===== src/rtl/sgcmd_pkg.sv =====
package sgcmd_pkg;
  typedef enum logic [2:0] {
    CMD_NOP = 3'd0,
    CMD_ACT = 3'd1,
    CMD_PRE = 3'd2,
    CMD_RD  = 3'd3,
    CMD_WR  = 3'd4,
    CMD_BW  = 3'd5,
    CMD_MRS = 3'd6,
    CMD_BAD = 3'd7
  } cmd_e;
endpackage


===== src/rtl/sgcmd_decode.sv =====
module sgcmd_decode
  import sgcmd_pkg::*;
(
  input  logic cs_n,
  input  logic ras_n,
  input  logic cas_n,
  input  logic we_n,
  input  logic dsf,
  output cmd_e cmd
);
  always_comb begin
    if (cs_n || (ras_n && cas_n && we_n)) begin
      cmd = CMD_NOP;
    end else begin
      unique case ({ras_n, cas_n, we_n, dsf})
        4'b0110: cmd = CMD_ACT;
        4'b0100: cmd = CMD_PRE;
        4'b1010: cmd = CMD_RD;
        4'b1000: cmd = CMD_WR;
        4'b1011: cmd = CMD_BW;
        4'b0000: cmd = CMD_MRS;
        default: cmd = CMD_BAD;
      endcase
    end
  end
endmodule


===== src/rtl/sgcmd_lockout.sv =====
module sgcmd_lockout #(
  parameter int LOCK  = 5,
  parameter int CNT_W = $clog2(LOCK + 1)
) (
  input  logic clk,
  input  logic rst_n,
  input  logic load,
  output logic busy,
  output logic done
);
  logic [CNT_W-1:0] cnt_q;

  assign busy = (cnt_q != '0);
  assign done = (cnt_q == CNT_W'(1));

  always_ff @(posedge clk or negedge rst_n) begin
    if (!rst_n) begin
      cnt_q <= '0;
    end else if (load) begin
      cnt_q <= CNT_W'(LOCK);
    end else if (busy) begin
      cnt_q <= cnt_q - CNT_W'(1);
    end
  end
endmodule


===== src/rtl/sgcmd_modereg.sv =====
module sgcmd_modereg #(
  parameter int MODE_W = 10,
  parameter int CL_LSB = 4,
  parameter int CL_W   = 3
) (
  input  logic              clk,
  input  logic              rst_n,
  input  logic              we,
  input  logic [MODE_W-1:0] din,
  output logic [MODE_W-1:0] word,
  output logic              valid,
  output logic [CL_W-1:0]   cl
);
  always_ff @(posedge clk or negedge rst_n) begin
    if (!rst_n) begin
      word  <= '0;
      valid <= 1'b0;
    end else if (we) begin
      word  <= din;
      valid <= 1'b1;
    end
  end

  assign cl = word[CL_LSB +: CL_W];
endmodule


===== src/rtl/sgram_cmd_guard.sv =====
module sgram_cmd_guard
  import sgcmd_pkg::*;
#(
  parameter int ADDR_W = 10,
  parameter int NBANK  = 2,
  parameter int TBPL   = 2,
  parameter int TRP    = 3,
  parameter int COL_LSB = 3,
  parameter int COL_W   = 5,
  parameter int CL_LSB  = 4,
  localparam int BS_W   = $clog2(NBANK),
  localparam int MODE_W = ADDR_W - 1 + BS_W
) (
  input  logic              clk,
  input  logic              rst_n,
  input  logic              cs_n,
  input  logic              ras_n,
  input  logic              cas_n,
  input  logic              we_n,
  input  logic              dsf,
  input  logic [BS_W-1:0]   bs,
  input  logic [ADDR_W-1:0] addr,
  output logic              err,
  output logic [2:0]        acc_cmd,
  output logic [NBANK-1:0]  bank_active,
  output logic              busy,
  output logic              mode_valid,
  output logic [MODE_W-1:0] mode_word,
  output logic [2:0]        cas_lat,
  output logic [COL_W-1:0]  bw_col
);
  localparam int LOCK   = TBPL + TRP;
  localparam int CNT_W  = $clog2(LOCK + 1);
  localparam int AP_BIT = ADDR_W - 1;

  cmd_e cmd;
  sgcmd_decode u_dec (
    .cs_n(cs_n), .ras_n(ras_n), .cas_n(cas_n), .we_n(we_n), .dsf(dsf), .cmd(cmd)
  );

  logic lk_load, lk_done;
  sgcmd_lockout #(.LOCK(LOCK), .CNT_W(CNT_W)) u_lk (
    .clk(clk), .rst_n(rst_n), .load(lk_load), .busy(busy), .done(lk_done)
  );

  logic [MODE_W-1:0] mw_in;
  logic [2:0]        cl_in;
  logic              mr_we;
  assign mw_in = {bs, addr[ADDR_W-2:0]};
  assign cl_in = mw_in[CL_LSB +: 3];

  sgcmd_modereg #(.MODE_W(MODE_W), .CL_LSB(CL_LSB), .CL_W(3)) u_mr (
    .clk(clk), .rst_n(rst_n), .we(mr_we), .din(mw_in),
    .word(mode_word), .valid(mode_valid), .cl(cas_lat)
  );

  // Legality of the sampled command
  logic ok;
  logic sel_act;
  assign sel_act = bank_active[bs];

  always_comb begin
    ok = 1'b0;
    if (cmd == CMD_NOP) begin
      ok = 1'b1;
    end else if (busy) begin
      ok = 1'b0;
    end else if (!mode_valid && cmd != CMD_PRE && cmd != CMD_MRS) begin
      ok = 1'b0;
    end else begin
      unique case (cmd)
        CMD_ACT: ok = !sel_act;
        CMD_PRE: ok = 1'b1;
        CMD_RD,
        CMD_WR,
        CMD_BW:  ok = sel_act;
        CMD_MRS: ok = (bank_active == '0) && (cl_in != 3'd0) && (cl_in <= 3'd3);
        default: ok = 1'b0;
      endcase
    end
  end

  assign lk_load = ok && (cmd == CMD_BW) && addr[AP_BIT];
  assign mr_we   = ok && (cmd == CMD_MRS);

  logic [BS_W-1:0] lk_bank;

  for (genvar g = 0; g < NBANK; g++) begin : g_bank
    always_ff @(posedge clk or negedge rst_n) begin
      if (!rst_n) begin
        bank_active[g] <= 1'b0;
      end else if (lk_done && lk_bank == BS_W'(g)) begin
        bank_active[g] <= 1'b0;
      end else if (ok && cmd == CMD_ACT && bs == BS_W'(g)) begin
        bank_active[g] <= 1'b1;
      end else if (ok && cmd == CMD_PRE && (addr[AP_BIT] || bs == BS_W'(g))) begin
        bank_active[g] <= 1'b0;
      end
    end
  end

  always_ff @(posedge clk or negedge rst_n) begin
    if (!rst_n) begin
      err     <= 1'b0;
      acc_cmd <= 3'd0;
      lk_bank <= '0;
      bw_col  <= '0;
    end else begin
      err     <= !ok;
      acc_cmd <= ok ? cmd : CMD_NOP;
      if (lk_load) lk_bank <= bs;
      if (ok && cmd == CMD_BW) bw_col <= addr[COL_LSB +: COL_W];
    end
  end
endmodule


===== config.mk =====
export PLATFORM = sky130hd
export DESIGN_NAME = sgram_cmd_guard
export DESIGN_NICKNAME = d
export VERILOG_FILES = /design/src/rtl/sgcmd_pkg.sv /design/src/rtl/sgcmd_decode.sv /design/src/rtl/sgcmd_lockout.sv /design/src/rtl/sgcmd_modereg.sv /design/src/rtl/sgram_cmd_guard.sv
export SDC_FILE = /design/constraint.sdc
export NUM_CORES = 1
export LEC_CHECK = 0
export ABC_AREA = 1
export BUFFER_PORTS_ARGS = -buffer_cell sky130_fd_sc_hd__buf_4
export CORE_UTILIZATION = 40
export CTS_CLUSTER_DIAMETER = 100
export DETAILED_ROUTE_END_ITERATION = 6
export PLACE_DENSITY_LB_ADDON = 0.1
export SYNTH_ARGS = -nofsm -noshare
export SYNTH_HDL_FRONTEND = slang
export SYNTH_SLANG_ARGS = --single-unit

===== constraint.sdc =====
create_clock -name clk -period 2.53 [get_ports clk]
set_clock_uncertainty 0.1 [all_clocks]
set_input_delay 0.1265 -clock clk [delete_from_list [all_inputs] [get_ports clk]]
set_output_delay 0.1265 -clock clk [all_outputs]
set_load 0.02 [all_outputs]

==> impl_metrics.env <==
export IMPL_antenna_found_initial=0
export IMPL_r2r_start="u_lk.cnt_q[0]"
export IMPL_wl_mm=2.98
export IMPL_cpMostUsedCell="nand2_1"
export IMPL_grt_max_degree=27
export IMPL_drtAntennaViolNets=0
export IMPL_critPathLaunchType="flop"
export IMPL_leakagePower_uw=0.00105
export IMPL_syn_nets=195
export IMPL_start_util_pct=41.9
export IMPL_startpoint="u_lk.cnt_q[0]"
export IMPL_rsz0062_at_grt="false"
export IMPL_fin_nets=248
export IMPL_area_growth_pct=33.8
export IMPL_gp_congestion=0.856
export IMPL_track_usage_pct=16.5
export IMPL_ios=44
export IMPL_tns_ns=0
export IMPL_die_area_mm2=0.00373
export IMPL_cp_top_family="simple AND/OR/NAND/NOR gates"
export IMPL_io_buffers=43
export IMPL_grt_pass1_wl_mm=4.61
export IMPL_powerDensity_mw_per_mm2=761
export IMPL_cp_slowest_cell="dfrtp_1"
export IMPL_hold_viol=0
export IMPL_ys_types=28
export IMPL_ys_seq_area_share_pct=46.6
export IMPL_switching_power_uw=542
export IMPL_drv_cap=0
export IMPL_cts_root_buf="clkbuf_4"
export IMPL_cts_tree="done"
export IMPL_first_global_vias=1093
export IMPL_numCtsBuffers=3
export IMPL_placed_cells_incl_taps=257
export IMPL_h_tree_depth=1
export IMPL_p_seq_share_pct=42.3
export IMPL_hold_class="primary input to flop"
export IMPL_die_h_um=61.1
export IMPL_reg2reg_slack_ns=0.37
export IMPL_drive_above_1_share_pct=27.4
export IMPL_vias=1256
export IMPL_synthesis_area_mm2=0.00140
export IMPL_path_class="flop to flop"
export IMPL_clock_sinks=26
export IMPL_ir_worst_vdd_mv=0.509
export IMPL_drc=0
export IMPL_critPathBufInv=2
export IMPL_min_period_ns=2.16
export IMPL_rr_endpoint="u_mr.word[9]"
export IMPL_rows=21
export IMPL_dp_hpwl_mm=2.32
export IMPL_intPower_uw=880
export IMPL_cp_end_kind="flop"
export IMPL_arrival_ns=2.28
export IMPL_yosys_warnings=0
export IMPL_slew_violations=0
export IMPL_insertion_delay_ns=0.32
export IMPL_fmax_mhz=462
export IMPL_holdPathEnd="lk_bank"
export IMPL_clk_pin_slew_ns=0.14
export IMPL_reg2regPathDepth=13
export IMPL_fin_cells=272
export IMPL_path_max_fanout=14
export IMPL_status="completed"
export IMPL_drt_iter0_markers=44
export IMPL_pwr_share_comb_pct=43.3
export IMPL_avgRoutedWirePerCell_um=10.9
export IMPL_period_share_pct=85.5
export IMPL_avgSynthCellArea_um2=8.03
export IMPL_finish_utilization_pct=56.0
export IMPL_slowest_delay_ns=0.43
export IMPL_cts_resized=0
export IMPL_core_area_mm2=0.00334
export IMPL_grt_overflow_total=0
export IMPL_clockBufferDepth=2
export IMPL_maxSlewHeadroom_pct=55.2
export IMPL_cp_required_ns=2.64
export IMPL_firstDrtPassIters=4
export IMPL_worstHoldStart="addr[9]"
export IMPL_crit_path_cell_trace="inv_1, ha_1, nand2_1, nor2_1, nand2_1, nor2_2, nand2_2, nand2_4, nand2_4, nor2_4, inv_2, nand2_1, nand2_1"
export IMPL_p_sw_share_pct=38.1
export IMPL_ys_ff_latch=26
export IMPL_hold_path_cell_count=3
export IMPL_setup_violations=0
export IMPL_pwr_share_clk_pct=14.4
export IMPL_worstMarginPinSlew_ns=0.666
export IMPL_die_w_um=61.1
export IMPL_synth_cells=174
export IMPL_vias_per_cell=4.62
export IMPL_insertedDiodeCount=0
routing by layer:
metal	GRT usage [%]	vias to the layer above	part of all wire, %
li1	-	642	-
met1	21.2	584	44
met2	29.5	28	52
met3	3.78	2	3.5
met4	0.974	0	0.40
met5	0	-	0
final cells by class:
class	instances	area, µm²
multi-input combinational	117	596
clock buffer	4	36.3
tap	46	57.6
fill	322	1470
timing repair buffer	54	433
inverter	25	96.3
sequential	26	651
power groups by stage:
stage	clock [µW]	sequential (µW)	combinational, µW
3_3_place_gp	0	604	598
6_report	205	601	616
3_5_place_dp	0	611	608
2_1_floorplan	0	701	285
5_1_grt	228	615	688
4_1_cts	215	602	622
kinds of logic after synthesis:
kind of cell	synth area share, %
simple gates	34.9
xor+xnor	0.627
buf+inv	10.8
compound gates	4.39
flops	46.6
fa+ha+maj	2.69
synth_stat cells:
master	instances	area share (%)
inv_1	23	6.2
nand3_2	2	1.4
nor2_4	1	0.81
nand3_4	1	1.3
or2_1	1	0.45
inv_2	1	0.27
nor2_1	12	3.2
o211ai_1	1	0.54
a21oi_1	3	1.1
inv_4	1	0.45
buf_6	1	0.81
buf_4	4	2.1
nand3_1	13	4.7
clkbuf_8	1	0.98
o21ai_0	5	1.8
nor3_1	2	0.72
nor2_2	2	0.90
nand2_2	3	1.3
dfrtp_1	26	47
xnor2_1	1	0.63
o2111ai_1	1	0.63
nand2_4	3	2.4
nand2_1	59	16
and3_1	1	0.45
o21ai_1	1	0.36
nand3b_1	1	0.54
ha_1	3	2.7
nor4_2	1	0.90
worst max-delay path by stage:
stage,end,cells after the start
after floorplan,bw_col[0],12
after global placement,u_mr.word[9],13
after detailed placement,u_mr.word[9],13
after CTS,u_mr.word[9],13
after global routing,u_mr.word[9],13
final,u_mr.word[9],13
cells in the final DEF, fill, tap and decap left out, types with 3 or more instances in the layout:
| master | instances |
|---|---|
| ha_1 | 3 |
| nand3_1 | 13 |
| clkbuf_4 | 3 |
| buf_4 | 43 |
| dfrtp_1 | 26 |
| nand2_2 | 3 |
| nand2_1 | 59 |
| nor2_1 | 12 |
| a21oi_1 | 3 |
| inv_1 | 23 |
| nand2_4 | 3 |
| dlygate4sd3_1 | 11 |
| o21ai_0 | 5 |
state kept, by name (all words and copies together), names as in the netlist:
name,count
acc_cmd,3
bank_active,2
bw_col,5
err,1
lk_bank,1
u_lk.cnt_q,3
u_mr.valid,1
u_mr.word,10
per-stage QoR:
| step | power (µW) | cell area (µm²) | hold WS [ns] | setup slack, ns |
|---|---|---|---|---|
| 2_1_floorplan | 986 | 1400 | -0.269 | 0.675 |
| 3_3_place_gp | 1200 | 1720 | -0.0552 | 0.522 |
| 3_5_place_dp | 1220 | 1720 | -0.0452 | 0.379 |
| 4_1_cts | 1440 | 1870 | 0.0934 | 0.356 |
| 5_1_grt | 1530 | 1870 | 0.0998 | 0.134 |
| 6_report | 1420 | 1870 | 0.108 | 0.366 |
tightest hold or removal path, stage by stage:
cell     delay (ns)
buf_4          0.12
nand3_1        0.17
o21ai_1        0.09
what timing repair did:
action	CTS	global route
hold buffers	11	0
buffers inserted	0	0
hold endpoints to repair	40	0
(Power assumes the default switching activity.)
